[config.mk]
export PLATFORM = sky130hd
export DESIGN_NAME = vslope_det
export DESIGN_NICKNAME = d
export VERILOG_FILES = /design/src/rtl/vslope_pkg.sv /design/src/rtl/vslope_burst.sv /design/src/rtl/vslope_track.sv /design/src/rtl/vslope_det.sv
export SDC_FILE = /design/constraint.sdc
export NUM_CORES = 1
export LEC_CHECK = 0
export BUFFER_PORTS_ARGS = -buffer_cell sky130_fd_sc_hd__buf_2
export CORE_ASPECT_RATIO = 0.5
export CORE_UTILIZATION = 55
export DETAILED_ROUTE_END_ITERATION = 6
export PLACE_DENSITY = 0.76
export SLEW_MARGIN = 20
export SYNTH_ARGS = -nofsm -noshare
export SYNTH_HDL_FRONTEND = slang
export SYNTH_SLANG_ARGS = --single-unit
[constraint.sdc]
create_clock -name clk -period 3.14 [get_ports clk]
set_clock_uncertainty 0.05 [all_clocks]
set_input_delay 0.785 -clock clk [delete_from_list [all_inputs] [get_ports clk]]
set_output_delay 0.785 -clock clk [all_outputs]
set_load 0.01 [all_outputs]
[src/rtl/vslope_pkg.sv]
package vslope_pkg;

  // average of a burst: floor(sum / 2^sh)
  function automatic logic [31:0] avg_of(input logic [31:0] sum, input int unsigned sh);
    return sum >> sh;
  endfunction

  // true when sample lies at least thr below peak
  function automatic logic drop_hit(input logic [31:0] peak, input logic [31:0] smp,
                                    input logic [31:0] thr);
    return (peak >= smp) && ((peak - smp) >= thr);
  endfunction

  // strict validity window
  function automatic logic win_ok(input logic [31:0] smp, input logic [31:0] lo,
                                  input logic [31:0] hi);
    return (smp > lo) && (smp < hi);
  endfunction

  // rate select decode: bit 1 selects negative-delta style
  function automatic logic is_ndv(input logic [1:0] sel);
    return sel[1];
  endfunction

endpackage

[src/rtl/vslope_burst.sv]
module vslope_burst
  import vslope_pkg::*;
#(
  parameter int unsigned ADC_W      = 12,
  parameter int unsigned LOG2_PK    = 5,
  parameter int unsigned LOG2_ND    = 4,
  parameter int unsigned CONV_GAP   = 57,
  parameter int unsigned SAMPLE_GAP = 1700000,
  parameter int unsigned TW         = 32
) (
  input  logic             clk,
  input  logic             rst_n,
  input  logic             active,
  input  logic             tick,
  input  logic             nd_mode,
  input  logic [ADC_W-1:0] adc_data,
  input  logic             adc_valid,
  output logic             conv_req,
  output logic             sample_done,
  output logic [ADC_W-1:0] sample_avg
);
  localparam int unsigned ACC_W = ADC_W + LOG2_PK;
  localparam int unsigned CNT_W = LOG2_PK + 1;

  logic             started, busy, await_q;
  logic [TW-1:0]    intv_cnt, gap_cnt;
  logic [CNT_W-1:0] conv_cnt, burst_last;
  logic [ACC_W-1:0] acc, acc_next;
  int unsigned      avg_sh;
  logic             intv_wrap, burst_go, accept, gap_fire;

  assign burst_last = nd_mode ? CNT_W'((1 << LOG2_ND) - 1) : CNT_W'((1 << LOG2_PK) - 1);
  assign avg_sh     = nd_mode ? LOG2_ND : LOG2_PK;
  assign intv_wrap  = tick && (intv_cnt == TW'(SAMPLE_GAP - 1));
  assign burst_go   = active && !busy && (!started || intv_wrap);
  assign accept     = active && await_q && adc_valid;
  assign acc_next   = acc + ACC_W'(adc_data);
  assign gap_fire   = active && busy && !await_q && tick && (gap_cnt == TW'(CONV_GAP - 1));

  always_ff @(posedge clk or negedge rst_n) begin
    if (!rst_n) begin
      started <= 1'b0; busy <= 1'b0; await_q <= 1'b0;
      intv_cnt <= '0; gap_cnt <= '0; conv_cnt <= '0; acc <= '0;
      conv_req <= 1'b0; sample_done <= 1'b0; sample_avg <= '0;
    end else if (!active) begin
      started <= 1'b0; busy <= 1'b0; await_q <= 1'b0;
      intv_cnt <= '0; gap_cnt <= '0; conv_cnt <= '0; acc <= '0;
      conv_req <= 1'b0; sample_done <= 1'b0; sample_avg <= '0;
    end else begin
      conv_req    <= 1'b0;
      sample_done <= 1'b0;
      if (!started) begin
        started  <= 1'b1;
        intv_cnt <= '0;
      end else if (tick) begin
        intv_cnt <= intv_wrap ? '0 : intv_cnt + 1'b1;
      end
      if (burst_go) begin
        busy <= 1'b1; await_q <= 1'b1; conv_req <= 1'b1;
        conv_cnt <= '0; acc <= '0; gap_cnt <= '0;
      end else if (accept) begin
        await_q <= 1'b0;
        gap_cnt <= '0;
        if (conv_cnt == burst_last) begin
          busy        <= 1'b0;
          sample_done <= 1'b1;
          sample_avg  <= ADC_W'(avg_of(32'(acc_next), avg_sh));
          acc         <= '0;
          conv_cnt    <= '0;
        end else begin
          acc      <= acc_next;
          conv_cnt <= conv_cnt + 1'b1;
        end
      end else if (gap_fire) begin
        conv_req <= 1'b1;
        await_q  <= 1'b1;
      end else if (busy && !await_q && tick) begin
        gap_cnt <= gap_cnt + 1'b1;
      end
    end
  end


  req_pulse_chk: assert property (@(posedge clk) disable iff (!rst_n)
    conv_req |=> !conv_req);


  done_after_data_chk: assert property (@(posedge clk) disable iff (!rst_n)
    sample_done |-> $past(adc_valid));

endmodule

[src/rtl/vslope_track.sv]
module vslope_track
  import vslope_pkg::*;
#(
  parameter int unsigned ADC_W    = 12,
  parameter int unsigned TW       = 32,
  parameter int unsigned HOLD_LO  = 30000000,
  parameter int unsigned HOLD_MID = 60000000,
  parameter int unsigned HOLD_HI  = 15000000,
  parameter int unsigned PVD_DROP = 2,
  parameter int unsigned NDV_DROP = 10,
  parameter int unsigned WIN_LO   = 819,
  parameter int unsigned WIN_HI   = 1638
) (
  input  logic             clk,
  input  logic             rst_n,
  input  logic             active,
  input  logic             tick,
  input  logic [1:0]       sel_q,
  input  logic             sample_done,
  input  logic [ADC_W-1:0] sample_avg,
  output logic             term
);
  logic [TW-1:0]    hold_cnt, hold_lim;
  logic             hold_done, peak_ok, fired;
  logic [ADC_W-1:0] peak;
  logic [31:0]      thr;
  logic             in_win, hit, detect;

  assign hold_lim = is_ndv(sel_q) ? TW'(HOLD_HI) : (sel_q[0] ? TW'(HOLD_MID) : TW'(HOLD_LO));
  assign thr      = is_ndv(sel_q) ? 32'(NDV_DROP) : 32'(PVD_DROP);
  assign in_win   = win_ok(32'(sample_avg), 32'(WIN_LO), 32'(WIN_HI));
  assign hit      = drop_hit(32'(peak), 32'(sample_avg), thr);
  assign detect   = sample_done && peak_ok && hold_done && in_win && hit && !fired;

  always_ff @(posedge clk or negedge rst_n) begin
    if (!rst_n) begin
      hold_cnt <= '0; hold_done <= 1'b0; peak_ok <= 1'b0;
      fired <= 1'b0; peak <= '0; term <= 1'b0;
    end else if (!active) begin
      hold_cnt <= '0; hold_done <= 1'b0; peak_ok <= 1'b0;
      fired <= 1'b0; peak <= '0; term <= 1'b0;
    end else begin
      term <= detect;
      if (detect) fired <= 1'b1;
      if (!hold_done && tick) begin
        if (hold_cnt == hold_lim - 1'b1) hold_done <= 1'b1;
        else hold_cnt <= hold_cnt + 1'b1;
      end
      if (sample_done && (!peak_ok || sample_avg > peak)) begin
        peak    <= sample_avg;
        peak_ok <= 1'b1;
      end
    end
  end


  single_term_chk: assert property (@(posedge clk) disable iff (!rst_n)
    term |-> !$past(fired));


  holdoff_mask_chk: assert property (@(posedge clk) disable iff (!rst_n)
    term |-> $past(hold_done));


  term_follows_sample_chk: assert property (@(posedge clk) disable iff (!rst_n)
    term |-> $past(sample_done));

endmodule

[src/rtl/vslope_det.sv]
module vslope_det
  import vslope_pkg::*;
#(
  parameter int unsigned ADC_W      = 12,
  parameter int unsigned LOG2_PK    = 5,
  parameter int unsigned LOG2_ND    = 4,
  parameter int unsigned CONV_GAP   = 57,
  parameter int unsigned SAMPLE_GAP = 1700000,
  parameter int unsigned HOLD_LO    = 30000000,
  parameter int unsigned HOLD_MID   = 60000000,
  parameter int unsigned HOLD_HI    = 15000000,
  parameter int unsigned PVD_DROP   = 2,
  parameter int unsigned NDV_DROP   = 10,
  parameter int unsigned WIN_LO     = 819,
  parameter int unsigned WIN_HI     = 1638,
  parameter int unsigned TW         = 32
) (
  input  logic             clk,
  input  logic             rst_n,
  input  logic             enable,
  input  logic [1:0]       rate_sel,
  input  logic             tick,
  input  logic [ADC_W-1:0] adc_data,
  input  logic             adc_valid,
  output logic             conv_req,
  output logic             term_pulse
);
  logic             en_q, active, sample_done;
  logic [1:0]       sel_q;
  logic [ADC_W-1:0] sample_avg;

  assign active = enable && en_q;

  always_ff @(posedge clk or negedge rst_n) begin
    if (!rst_n) begin
      en_q  <= 1'b0;
      sel_q <= 2'b00;
    end else begin
      en_q <= enable;
      if (enable && !en_q) sel_q <= rate_sel;
    end
  end

  vslope_burst #(
    .ADC_W(ADC_W), .LOG2_PK(LOG2_PK), .LOG2_ND(LOG2_ND),
    .CONV_GAP(CONV_GAP), .SAMPLE_GAP(SAMPLE_GAP), .TW(TW)
  ) u_burst (
    .clk(clk), .rst_n(rst_n), .active(active), .tick(tick),
    .nd_mode(is_ndv(sel_q)), .adc_data(adc_data), .adc_valid(adc_valid),
    .conv_req(conv_req), .sample_done(sample_done), .sample_avg(sample_avg)
  );

  vslope_track #(
    .ADC_W(ADC_W), .TW(TW), .HOLD_LO(HOLD_LO), .HOLD_MID(HOLD_MID), .HOLD_HI(HOLD_HI),
    .PVD_DROP(PVD_DROP), .NDV_DROP(NDV_DROP), .WIN_LO(WIN_LO), .WIN_HI(WIN_HI)
  ) u_track (
    .clk(clk), .rst_n(rst_n), .active(active), .tick(tick), .sel_q(sel_q),
    .sample_done(sample_done), .sample_avg(sample_avg), .term(term_pulse)
  );


  idle_quiet_chk: assert property (@(posedge clk) disable iff (!rst_n)
    !enable |=> (!conv_req && !term_pulse));


  term_single_cycle_chk: assert property (@(posedge clk) disable iff (!rst_n)
    term_pulse |=> !term_pulse);

endmodule

# Word level (Yosys, flattened, before mapping)
# Index checks and enable logic that the tools add are counted.
[totals]
out_inout_bits = 2
word_cells = 141
in_bits = 19
regBits = 155
[op_classes]
eq_ne = 18
reduce_logical = 36
muxes = 56
n_addsub = 7
order_cmp = 5
shifts = 1
[ops]
columns = ["op", "n"]
rows = [
  ["two-way mux 32 bit", 13],
  ["adder 32 x 1 -> 32 bit, second input constant", 3],
  ["two-way mux 12 bit", 6],
  ["two-way mux 17 bit", 4],
  ["== test 32 x 21 -> 1 bit, second input constant", 1],
  ["== test 32 bit", 1],
  ["== test 32 x 6 -> 1 bit, second input constant", 1],
  ["greater-or-equal comparator 32 bit", 1],
  ["right shift 17 x 32 -> 12 bit", 1],
  ["subtractor 32 x 1 -> 32 bit, second input constant", 1],
  ["two-way mux 1 bit", 26],
  ["two-way mux 26 bit", 1],
  ["two-way mux 6 bit", 4],
  ["logical AND 1 bit", 22],
  ["adder 17 x 12 -> 17 bit", 1],
  ["subtractor 12 x 12 -> 13 bit", 1],
  ["greater-or-equal comparator 12 bit", 1],
  ["greater-than comparator 12 x 10 -> 1 bit, second input constant", 1],
  ["greater-than comparator 12 bit", 1],
  ["< comparator 12 x 11 -> 1 bit, second input constant", 1],
  ["inequality test 4 bit, second input constant", 3],
  ["inequality test 3 bit, second input constant", 3],
  ["inequality test 2 x 1 -> 1 bit, second input constant", 4],
  ["inequality test 2 bit, second input constant", 4],
  ["8 further kinds", 18],
]

# Depth between registers and ports, before layout
# Gate-level depths: netlist (run 1).
[logic_depth]
depth_word = 9
ltp_mapped = 11
mapped_depth_nobuf = 11

# Modules after synthesis
# A second synthesis (run 1) with hierarchy kept.
[hier_totals]
cells_unflattened = 1024
hier_area_um2 = 9374.0
[by_module_without_submodules]
columns = ["module", "area_each_um2", "seq_area_each_um2", "instances", "cells_per_inst"]
rows = [
  ["vslope_burst", 6098.3, 2602.5, 1, 657],
  ["vslope_track", 3149.3, 1201.2, 1, 360],
  ["vslope_det", 126.4, 75.1, 1, 7],
]

# Worst setup path before layout (run 1)
# No wires, ideal clock.
[synth_path]
path_kind = "input-to-reg"
from = "input port adc_data[0]"
to = "register u_burst.sample_avg[7]"
required_ns = 2.964
path_buffers = 1
setup_time_ns = 0.126
stages = 9
setup_slack_ns = 0.121
t_arrival_ns = 2.843
path_cell_list = "ha_1 fa_1 a211oi_1 o21ai_0 a311oi_1 or2_2 clkbuf_1 xnor2_1 a221o_1"
[synth_between]
elab_chain_len = 6
[synth_lines]
columns = ["item", "line_no", "text"]
rows = [
  ["start, declared", "vslope_det.sv:23", "input logic [ADC_W-1:0] adc_data,"],
  ["adder 17 x 12 -> 17 bit", "vslope_burst.sv:37", "assign acc_next = acc + ACC_W'(adc_data);"],
  ["right shift 17 x 32 -> 12 bit", "vslope_pkg.sv:5", "return sum >> sh;"],
  ["two-way mux 12 bit", "vslope_burst.sv:64", "if (conv_cnt == burst_last) begin"],
  ["two-way mux 12 bit", "vslope_burst.sv:61", "end else if (accept) begin"],
  ["two-way mux 12 bit", "vslope_burst.sv:58", "if (burst_go) begin"],
  ["two-way mux 12 bit", "vslope_burst.sv:45", "end else if (!active) begin"],
  ["end signal, assigned", "vslope_burst.sv:67", "sample_avg <= ADC_W'(avg_of(32'(acc_next), avg_sh));"],
  ["end, declared", "vslope_burst.sv:20", "output logic [ADC_W-1:0] sample_avg"],
]
# Every way passes these cells. The select of a mux whose other input is x is not followed.
# A chain may end at the register's enable or synchronous reset.

# Final worst setup path (run 1)
[layout_path]
from = "register u_burst.sample_avg[1]"
to = "register u_track.term"
[layout_between]
elab_chain_len = 6
word_cells_on_any_way = 11
cone_classes = "add/sub (1); order compare (4); mux (1); reduce/logical (5)"
[layout_lines]
columns = ["item", "line_no", "text"]
rows = [
  ["subtractor 12 x 12 -> 13 bit (tied with other cells)", "vslope_pkg.sv:11", "return (peak >= smp) && ((peak - smp) >= thr);"],
  ["greater-or-equal comparator 32 bit / logical AND 1 bit (equally long branches)", "vslope_pkg.sv:11, vslope_pkg.sv:17", ""],
  ["logical AND 1 bit, on equally long branches", "vslope_pkg.sv:11, vslope_track.sv:33", ""],
  ["logical AND 1 bit (*) (2 in a row)", "vslope_track.sv:33", "assign detect = sample_done && peak_ok && hold_done && in_win && hit && !fired;"],
  ["two-way mux 1 bit (*)", "vslope_track.sv:39", "end else if (!active) begin"],
  ["end signal, assigned", "vslope_track.sv:43", "term <= detect;"],
  ["end, declared", "vslope_track.sv:21", "output logic term"],
]
# Every way passes the cells marked *; elsewhere a longest branch is shown, timed or not.

==> impl_results.md, run 1 <==
- Chip Width: 183 µm
- Chip height: 92.7 µm
- Reg2reg setup slack: 260 ps
- Setup Slack @ Placement: -68.8 ps
- Cells after Synth: 999
- Total GRT Usage: 0.256
- Row cnt: 32
- CP Max Fanout: 4
- GRT overflow: 0
- Reg2reg end: u_track.term
- Largest net degree at the start of global routing: 71
- Part of the cycle the worst path needs: 0.917
- IO Port Bufs: 20
- First-pass GRT wire length: 35000 µm
- Crit Path Category: reg2reg
- CTS tree: yes
- Filler cells: 1218
- Worst EP required: 3390 ps
- Final WL: 20500 µm
- Maxcap violations: 0
- Final setup vio count: 0
- Fmax: 347 MHz
- Overall power: 0.00450 W
- EDFF count, synth: 0
- # diodes: 0
- Final worst path period need: 2880 ps
- Antenna Nets Post-Route: 0
- Core outline area: 0.0157 mm²
- Die area: 0.0170 mm²
- H-Tree Depth: 4
- RSZ-0062 raised after global routing: no
- Post-detailed-route wirelength per cell: 16.1 µm
- Drt initial violations: 632
- CTS max path bufs: 2
- Leakage power: 4.38 nW
- Starting Density: 0.576
- Yosys cell types: 70
- RD Place Congestion: 0.883
- Vias per inst: 6.02
- Cell area power density: 442 mW/mm²
- Worst setup SP type: register
- Residual DRC: 0
- Crit Reg-Reg Startpoint: u_burst.sample_avg[1]
- Io pins: 21
- Synth-to-Final Area Change: 12.4%
- Hold Path Class: in2async
- Via count: 7644
- Fin. max-slew vios: 0
- Arr. time, crit path: 3130 ps
- Nets@finish: 1088
- Synth Flop Type: dfrtp_1
- Initial antenna violation count: 1
- Worst setup margin: 262 ps
- Worst slew margin: 0.499
- Post-CTS setup buffer count: 0
- Syn_area_per_cell: 9.07 µm²
- Min Hold Slack: 306 ps
- Hold Fails Final Rpt: 0
- Drt pass-1 iters: 5
- Clock sinks: 155
- Reg2reg path depth: 11
- Register area share after synthesis: 0.428
- Detail Placement HPWL: 14100 µm
- Synthesized net count: 1050
- Setup_tns: 0 ps
- Cell area after synthesis: 0.00906 mm²
- Async set-or-reset flop fraction in the synthesized netlist: 1.00
- Outcome: complete, no violations
- Layout cell share with drive strength beyond 1: 0.0896
- Clk slew on worst S/H paths: 60 ps
- Peak supply drop: 0.385 mV
- CP endpoint kind: register
- Syn. warnings: 0
- Clk Latency, worst-skew pair: 430 ps
- Root Driver: clkbuf_16
- Yosys reg bits: 155
- Slew @ Worst Pin: 749 ps
- Vias in the first global route: 7314
- Total CTS buffers: 17
==> cells in the mapped netlist, types with 6 or more instances <==
| library cell | number | area [µm²] |
|---|---|---|
| nor4_1 | 16 | 100 |
| nand2_1 | 75 | 282 |
| a21o_1 | 7 | 52.6 |
| a211oi_1 | 7 | 52.6 |
| and3_1 | 23 | 144 |
| or4_1 | 6 | 45.0 |
| nor3_1 | 29 | 145 |
| a22o_1 | 12 | 105 |
| xor2_1 | 49 | 429 |
| and4_1 | 8 | 70.1 |
| clkbuf_1 | 23 | 86.3 |
| nand2b_1 | 10 | 62.6 |
| o31ai_1 | 10 | 75.1 |
| or3_1 | 23 | 144 |
| nand4_1 | 31 | 194 |
| nand3_1 | 61 | 305 |
| mux2i_1 | 22 | 220 |
| xnor2_1 | 32 | 280 |
| nor2b_1 | 11 | 68.8 |
| a21oi_1 | 41 | 205 |
| dfrtp_1 | 155 | 3880 |
| nor2_1 | 119 | 447 |
| a31oi_1 | 7 | 43.8 |
| o21ai_0 | 59 | 295 |
| nor3b_1 | 6 | 45.0 |
| ha_1 | 30 | 375 |
| inv_1 | 39 | 146 |
| nor4b_1 | 6 | 52.6 |
==> final cells by class <==
cell class / instances / area [µm²] / share of cell area
Clock buffer: 20 / 437 / 0.0429
Sequential cell: 155 / 3880 / 0.381
Clock inverter: 11 / 170 / 0.0167
Multi-Input combinational cell: 775 / 4930 / 0.485
Timing Repair Buffer: 48 / 329 / 0.0323
Tap cell: 221 / 277 / 0.0272
Inverter: 40 / 150 / 0.0148
==> sequential cells by signal (all words and copies together), names as in the netlist <==
name and cells:
u_burst.busy 1, sel_q 2, u_track.hold_done 1, u_burst.acc 17, u_burst.conv_req 1, u_track.hold_cnt 32
u_burst.intv_cnt 32, u_track.fired 1, u_track.peak 12, en_q 1, u_burst.gap_cnt 32, u_burst.conv_cnt 6
u_burst.sample_done 1, u_track.term 1, u_burst.sample_avg 12, u_track.peak_ok 1, u_burst.await_q 1, u_burst.started 1
==> logic make-up (layout without fill, tap and decap cells) <==
kind of cell	after synthesis	after routing	synth area share
flip-flops	155	155	0.428
XOR/XNOR	81	81	0.0783
AND/OR/NAND/NOR	444	444	0.253
adder cells (fa/ha/maj)	32	32	0.0459
multiplexers	23	23	0.0256
AO/OA/AOI/OAI	195	195	0.140
buffers and inverters	69	119	0.0292
==> per-stage QoR <==
step | cell area [µm²] | utilization | instances
after detailed placement | 9560 | 0.608 | 1239
after CTS | 10200 | 0.646 | 1270
after floorplan | 9060 | - | 999
after global routing | 10200 | 0.647 | 1270
after global placement | 9560 | 0.608 | 1239
final | 10200 | 0.647 | 1270
==> power breakdown <==
part	switching (W)	internal [W]
logic	0.000206	0.000117
clock network	0.000822	0.00133
registers	0.0000191	0.00201
==> routing by layer <==
| metal | up-vias | global-route usage | routed length (µm) |
|---|---|---|---|
| met5 | - | 0 | 8 |
| met4 | 2 | 0.0701 | 250 |
| met3 | 27 | 0.0551 | 1090 |
| met2 | 208 | 0.398 | 9230 |
| met1 | 3704 | 0.362 | 9910 |
| li1 | 3703 | - | - |
==> cells in the final DEF, fill, tap and decap left out, types with 6 or more instances in the layout <==
cell / instances
or4_1: 6
nor4_1: 16
xnor2_1: 32
nor2b_1: 11
nand4_1: 31
nand2b_1: 10
ha_1: 30
nor3_1: 29
dfrtp_1: 155
buf_2: 19
o31ai_1: 10
clkbuf_16: 17
a21oi_1: 41
nor4b_1: 6
or3_1: 23
xor2_1: 49
nand2_1: 74
a211oi_1: 6
and4_1: 8
mux2i_1: 22
a21o_1: 7
a31oi_1: 7
nor3b_1: 6
nand3_1: 61
inv_1: 39
nor2_1: 119
o21ai_0: 59
a22o_1: 12
and3_1: 23
buf_4: 27
==> critical path, cell delays in order, from the launching register on <==
cell	delay, ps
dfrtp_1	390
inv_1	90
ha_1	310
nor2b_1	160
o31a_1	280
a21oi_1	140
ha_1	240
o21a_1	110
a2111oi_1	340
nand4_1	210
o41ai_1	360
nor4_1	80
==> worst max-delay path by stage <==
| stage | start | to | slack, ps | cells past startpoint |
|---|---|---|---|---|
| after detailed placement | adc_data[0] | u_burst.sample_avg[7] | -70 | 9 |
| after global routing | u_burst.sample_avg[1] | u_track.term | 1 | 11 |
| after floorplan | adc_data[0] | u_burst.sample_avg[7] | 120 | 9 |
| final | u_burst.sample_avg[1] | u_track.term | 260 | 11 |
| after CTS | u_burst.sample_avg[1] | u_track.term | 220 | 11 |
| after global placement | adc_data[0] | u_burst.sample_avg[7] | -50 | 9 |
==> timing repair <==
| item | in CTS | in global routing |
|---|---|---|
| resized for setup | 0 | 2 |
| hold buffers | 0 | 0 |
| setup endpoints to repair | 0 | 1 |
(Power assumes the default switching activity.)
==> inputs of run 2 (changes only) <==
--- a/config.mk
+++ b/config.mk
@@ -6,11 +6,12 @@
 export NUM_CORES = 1
 export LEC_CHECK = 0
 export BUFFER_PORTS_ARGS = -buffer_cell sky130_fd_sc_hd__buf_2
-export CORE_ASPECT_RATIO = 0.5
+export CORE_MARGIN = 2
 export CORE_UTILIZATION = 55
 export DETAILED_ROUTE_END_ITERATION = 6
 export PLACE_DENSITY = 0.76
 export SLEW_MARGIN = 20
 export SYNTH_ARGS = -nofsm -noshare
 export SYNTH_HDL_FRONTEND = slang
+export SYNTH_HIERARCHICAL = 1
 export SYNTH_SLANG_ARGS = --single-unit
==> impl_results.md, run 2 <==
- CP endpoint kind: register (unchanged)
- Top Registers: u_burst/gap_cnt x32, u_burst/intv_cnt x32, u_track/hold_cnt x32 (was u_burst.gap_cnt x32, u_burst.intv_cnt x32, u_track.hold_cnt x32)
- Worst setup margin: 209 ps (was 262 ps)
- Io pins: 21 (unchanged)
- Fraction of the mapped netlist area in compound gates: 0.133 (was 0.140)
- Synth area leader: dfrtp_1 (unchanged)
- RD Place Congestion: 0.852 (was 0.883)
- Row cnt: 47 (was 32)
- Via count: 7616 (was 7644)
- H-Tree Depth: 4 (unchanged)
- Post-CTS setup buffer count: 0 (unchanged)
- IO Port Bufs: 20 (unchanged)
- CTS tree: yes (unchanged)
- Largest family of logic cells by synthesized area: simple AND/OR/NAND/NOR gates (unchanged)
- Critical-path cell list: inv_1, ha_1, nand2b_1, nand2b_1, a21oi_2, xnor2_1, ha_1, o21ai_0, nor4b_2, nand4_1, or4_4, o41ai_4, nand2_1 (was inv_1, ha_1, nor2b_1, o31a_1, a21oi_1, ha_1, o21a_1, a2111oi_1, nand4_1, o41ai_1, nor4_1)
- Xor-xnor portion of the synthesized cell area: 0.0888 (was 0.0783)
- Yosys reg bits: 155 (unchanged)
- Post-synthesis mux area share: 0.0162 (was 0.0256)
- Hold Fails Final Rpt: 0 (unchanged)
- Residual DRC: 0 (unchanged)
- Peak supply drop: 0.413 mV (was 0.385 mV)
- Yosys cell types: 82 (was 70)
- Syn_area_per_cell: 9.15 µm² (was 9.07 µm²)
- Root Driver: clkbuf_16 (unchanged)
- Register area share after synthesis: 0.414 (was 0.428)
- CTS Hold Bufs: 0 (unchanged)
- Synth Area in Simple Gates: 0.266 (was 0.253)
- Fmax: 341 MHz (was 347 MHz)
- Crit Path Category: reg2reg (unchanged)
- Worst EP required: 3380 ps (was 3390 ps)
- Post-detailed-route wirelength per cell: 16.0 µm (was 16.1 µm)
- Vias per inst: 5.97 (was 6.02)
- Clock sinks: 155 (unchanged)
- Setup Slack @ Placement: -54.9 ps (was -68.8 ps)
- CP Max Fanout: 2 (was 4)
- Largest stage delay, worst path: 550 ps (was 390 ps)
- Chip height: 135 µm (was 92.7 µm)
- Layout cell share with drive strength beyond 1: 0.0929 (was 0.0896)
- EDFF count, synth: 0 (unchanged)
- Drt initial violations: 485 (was 632)
- Vias in the first global route: 7298 (was 7314)
- Synth top cells by count: dfrtp_1, nor2_1, nand2_1 (unchanged)
- Cell area after synthesis: 0.00937 mm² (was 0.00906 mm²)
- CP max-delay cell: or4_4 (was dfrtp_1)
- CP top delay family: simple AND/OR/NAND/NOR gates (was compound AO/OA/AOI/OAI gates)
- Final setup vio count: 0 (unchanged)
- Synthesized net count: 1075 (was 1050)
- Commonest non-fill, non-tap cell in the layout: dfrtp_1 (unchanged)
- Slew @ Worst Pin: 1010 ps (was 749 ps)
- First-pass GRT wire length: 34900 µm (was 35000 µm)
- Initial antenna violation count: 0 (was 1)
- Arr. time, crit path: 3170 ps (was 3130 ps)
- Total CTS buffers: 17 (unchanged)
- Clk slew on worst S/H paths: 60 ps (about the same)
- Chip Width: 135 µm (was 183 µm)
- Antenna Nets Post-Route: 0 (unchanged)
- Nets@finish: 1096 (was 1088)
- Count leader, synth: dfrtp_1 (unchanged)
- Final WL: 20400 µm (was 20500 µm)
- Total GRT Usage: 0.235 (was 0.256)
- Syn. warnings: 6 (was 0)
- Synth-to-Final Area Change: 10.3% (was 12.4%)
- Detail Placement HPWL: 14300 µm (was 14100 µm)
- Cells after Synth: 1024 (was 999)
- Fin. max-slew vios: 0 (unchanged)
- Outcome: complete, no violations (unchanged)
- Final worst path period need: 2930 ps (was 2880 ps)
- Leakage power: 4.34 nW (was 4.38 nW)
- Cell area power density: 400 mW/mm² (was 442 mW/mm²)
- Worst setup SP type: register (unchanged)
- Post-Synth Adder-Cell Area: 0.0443 (was 0.0459)
- Starting Density: 0.563 (was 0.576)
- GRT overflow: 0 (unchanged)
- Bufs and invs on worst path: 1 (unchanged)
- Part of the cycle the worst path needs: 0.933 (was 0.917)
- Most frequent cells in the layout: dfrtp_1, nor2_1, nand2_1, nand3_1, xnor2_1 (was dfrtp_1, nor2_1, nand2_1, nand3_1, o21ai_0)
- Min Hold Slack: 319 ps (was 306 ps)
- Maxcap violations: 0 (unchanged)
- Clk Latency, worst-skew pair: 420 ps (was 430 ps)
- Synth Flop Type: dfrtp_1 (unchanged)
- Hold Path Class: in2async (unchanged)
- Worst slew margin: 0.324 (was 0.499)
- Drt pass-1 iters: 6 (was 5)
- CTS max path bufs: 2 (unchanged)
- Largest net degree at the start of global routing: 73 (was 71)
- Async set-or-reset flop fraction in the synthesized netlist: 1.00 (unchanged)
- Synth top area cells: dfrtp_1, xnor2_1, nor2_1, ha_1, nand3_1 (was dfrtp_1, nor2_1, xor2_1, ha_1, nand3_1)
- Reg2reg path depth: 13 (was 11)
- Synth top area share: 0.414 (was 0.428)
- Core outline area: 0.0166 mm² (was 0.0157 mm²)
- RSZ-0062 raised after global routing: no (unchanged)
- # diodes: 0 (unchanged)
- WP depth: 13 (was 11)
- Die area: 0.0181 mm² (was 0.0170 mm²)
[run 2: cell types whose count changed after synthesis, moves of 11 or more]
cell	before	now
xnor2_1	32	58
and2_1	5	23
nor2_1	119	102
buf_2	4	17
xor2_1	49	37
mux2i_1	22	11
nand4_1	31	42
[run 2: stage by stage]
stage	cell area [µm²]	util	setup TNS [ps]	power, W	std cells
global route	10300	0.621	0	0.00430	1275
CTS	10300	0.619	0	0.00418	1275
floorplan	9370	-	0	0.00219	1024
global placement	9770	0.587	0	0.00229	1246
finish	10300	0.621	0	0.00414	1275
detailed placement	9770	0.587	-104	0.00230	1246
[run 2: path summary, 6_finish.rpt]
check,start,end,slack [ps]
setup / recovery,u_burst/sample_avg[1],u_track/fired,210
hold / removal,rst_n,u_burst/intv_cnt[15],320
setup reg to reg,u_burst/sample_avg[1],u_track/fired,210
hold reg to reg,u_track/fired,u_track/term,380
max in group asynchronous,rst_n,u_burst/acc[12],2030
min in group clk,u_track/fired,u_track/term,380
[run 2: repair_timing]
item,CTS,global route
pin swaps,0,1
setup endpoints to repair,2,2
resized for setup,1,4
[run 2: layout make-up]
type | count | area, µm²
multi-input cells | 785 | 5170
flip-flops and latches | 155 | 3880
clock inverters | 7 | 71.3
well taps | 220 | 275
clock buffers | 22 | 454
fillers | 1410 | 6300
inverters | 45 | 169
repair buffers | 41 | 314
[run 2: power breakdown]
group	internal (W)	switching, W	leakage, nW
clock network	0.00110	0.000785	0.248
logic	0.0000830	0.000155	1.94
registers	0.00201	0.0000141	2.16
[run 2: metal layers]
metal / up-vias / routed length [µm] / global-route usage
met4: 0 / 320 / 0.0637
li1: 3720 / - / -
met1: 3719 / 9710 / 0.324
met3: 28 / 675 / 0.0413
met5: - / 0 / 0
met2: 149 / 9740 / 0.386
[run 2: cell families after synthesis]
kind of cell / after synthesis
adder cells (fa/ha/maj): 32
XOR/XNOR: 95
AO/OA/AOI/OAI: 182
AND/OR/NAND/NOR: 462
buffers and inverters: 84
multiplexers: 14
flip-flops: 155
==> inputs of run 3 (changes only) <==
--- a/config.mk
+++ b/config.mk
@@ -13,5 +13,4 @@
 export SLEW_MARGIN = 20
 export SYNTH_ARGS = -nofsm -noshare
 export SYNTH_HDL_FRONTEND = slang
-export SYNTH_HIERARCHICAL = 1
 export SYNTH_SLANG_ARGS = --single-unit
==> impl_results.md, run 3 (same netlist as run 1, synthesis figures left out) <==
- Outcome: complete, no violations (unchanged)
- Fmax: 346 MHz (was 341 MHz)
- Io pins: 21 (unchanged)
- Fin. max-slew vios: 0 (unchanged)
- Largest net degree at the start of global routing: 53 (was 73)
- Min Hold Slack: 244 ps (was 319 ps)
- Fin util: 0.641 (was 0.621)
- Clock sinks: 155 (unchanged)
- Clk slew on worst S/H paths: 60 ps (about the same)
- Overall power: 0.00458 W (was 0.00414 W)
- Worst setup SP type: register (unchanged)
- Grt peak-use layer: met2 (unchanged)
- Final worst path period need: 2890 ps (was 2930 ps)
- Fin area: 0.0103 mm² (about the same)
- GRT overflow: 0 (unchanged)
- Commonest non-fill, non-tap cell in the layout: dfrtp_1 (unchanged)
- Global routing usage on met1: 0.328 (was 0.324)
- Arr. time, crit path: 3150 ps (was 3170 ps)
- Worst setup margin: 252 ps (was 209 ps)
- CP endpoint kind: register (unchanged)
- Peak supply drop: 0.464 mV (was 0.413 mV)
- Chip height: 132 µm (was 135 µm)
- Row cnt: 46 (was 47)
- Post-CTS setup buffer count: 0 (unchanged)
- Final setup vio count: 0 (unchanged)
- Top Registers: u_burst.gap_cnt x32, u_burst.intv_cnt x32, u_track.hold_cnt x32 (was u_burst/gap_cnt x32, u_burst/intv_cnt x32, u_track/hold_cnt x32)
- DP Area: 0.00961 mm² (was 0.00977 mm²)
- CTS max path bufs: 2 (unchanged)
- Vias per inst: 5.99 (was 5.97)
- Initial antenna violation count: 1 (was 0)
- Nets@finish: 1093 (was 1096)
- RD Place Congestion: 0.866 (was 0.852)
- Met3 Use GR: 0.0527 (was 0.0413)
- Hold Path Class: in2async (unchanged)
- H-Tree Depth: 4 (unchanged)
- Residual DRC: 0 (unchanged)
- Slew @ Worst Pin: 841 ps (was 1010 ps)
- Final WL: 19800 µm (was 20400 µm)
- CTS tree: yes (unchanged)
- Starting Density: 0.566 (was 0.563)
- Drt initial violations: 537 (was 485)
- IO Port Bufs: 20 (unchanged)
- Detail Placement HPWL: 13600 µm (was 14300 µm)
- Chip Width: 132 µm (was 135 µm)
- Clk Latency, worst-skew pair: 430 ps (was 420 ps)
- Core outline area: 0.0160 mm² (was 0.0166 mm²)
- Vias in the first global route: 7218 (was 7298)
- First-pass GRT wire length: 34600 µm (was 34900 µm)
- Post-detailed-route wirelength per cell: 15.6 µm (was 16.0 µm)
- RSZ-0062 raised after global routing: no (unchanged)
- Maxcap violations: 0 (unchanged)
- Part of the cycle the worst path needs: 0.920 (was 0.933)
- Worst EP required: 3400 ps (was 3380 ps)
- Leakage power: 4.44 nW (was 4.34 nW)
- Total GRT Usage: 0.238 (was 0.235)
- Layout cell share with drive strength beyond 1: 0.0967 (was 0.0929)
- Synth-to-Final Area Change: 13.2% (was 10.3%)
- Total CTS buffers: 17 (unchanged)
- Drt pass-1 iters: 5 (was 6)
- Cell area power density: 446 mW/mm² (was 400 mW/mm²)
- Antenna Nets Post-Route: 0 (unchanged)
- Root Driver: clkbuf_16 (unchanged)
- Crit Path Category: reg2reg (unchanged)
- Hold Fails Final Rpt: 0 (unchanged)
- Die area: 0.0175 mm² (was 0.0181 mm²)
- Via count: 7625 (was 7616)
- Met2 Use GR: 0.377 (was 0.386)
- Most frequent cells in the layout: dfrtp_1, nor2_1, nand2_1, nand3_1, o21ai_0 (was dfrtp_1, nor2_1, nand2_1, nand3_1, xnor2_1)
- Setup Slack @ Placement: -32.8 ps (was -54.9 ps)
- Worst slew margin: 0.438 (was 0.324)
- CP Max Fanout: 4 (was 2)
run 3: cell count changes in the layout (fill, tap and decap cells not counted), sizes merged, moves of 6 or more:
cell    before  now
nand2b      16   10
and2        24    5
buf         41   53
xor2        37   49
nor2       102  119
nand3       71   61
o21ai       52   63
mux2i       11   22
xnor2       58   32
nand4       42   32
or3         15   23
run 3: final cells by class:
class                   instances  area (µm²)
fillers                      1327        5750
multi-input cells             775        4930
flip-flops and latches        155        3880
clock buffers                  21         470
repair buffers                 53         379
well taps                     216         270
clock inverters                11         166
inverters                      40         150
diodes                          1        2.50
run 3: critical path, stage by stage (launching register included):
cell and delay [ps]:
dfrtp_1 390, inv_1 60, ha_1 160, inv_1 60
fa_1 410, a211oi_1 430, o21ai_0 170, a31oi_1 230
mux2i_1 210, nand4_1 160, o41ai_1 360, nor4_1 80
run 3: power breakdown:
part	total (W)	leakage [nW]	internal [W]	switching, W
Combinational	0.000335	1.96	0.000126	0.000209
Sequential	0.00203	2.15	0.00201	0.0000188
Clock	0.00221	0.317	0.00139	0.000820
run 3: final timing paths:
| path | slack [ps] | cells after the start | end | from |
|---|---|---|---|---|
| setup / recovery | 250 | 11 | u_track.term | u_track.peak[0] |
| hold / removal | 240 | 1 | u_track.peak[2] | rst_n |
| setup reg to reg | 250 | 11 | u_track.term | u_track.peak[0] |
| hold reg to reg | 380 | 1 | u_track.term | u_track.fired |
| max in group asynchronous | 2130 | 2 | u_burst.gap_cnt[18] | rst_n |
| min in group clk | 380 | 1 | u_track.term | u_track.fired |
run 3: what timing repair did:
action,CTS,global route
endpoints found under the setup margin,0,1
hold buffers,0,0
resized for setup,0,2
run 3: through the flow:
step	TNS (ps)	cells
4_1_cts	0	1271
3_5_place_dp	-32.8	1239
2_1_floorplan	0	999
5_1_grt	0	1271
6_report	0	1272
3_3_place_gp	-16.4	1239
run 3: layer usage:
layer / up-vias / part of all wire
met4: 0 / 0.016
met1: 3706 / 0.47
met2: 164 / 0.47
met5: - / 0
li1: 3726 / -
met3: 29 / 0.038
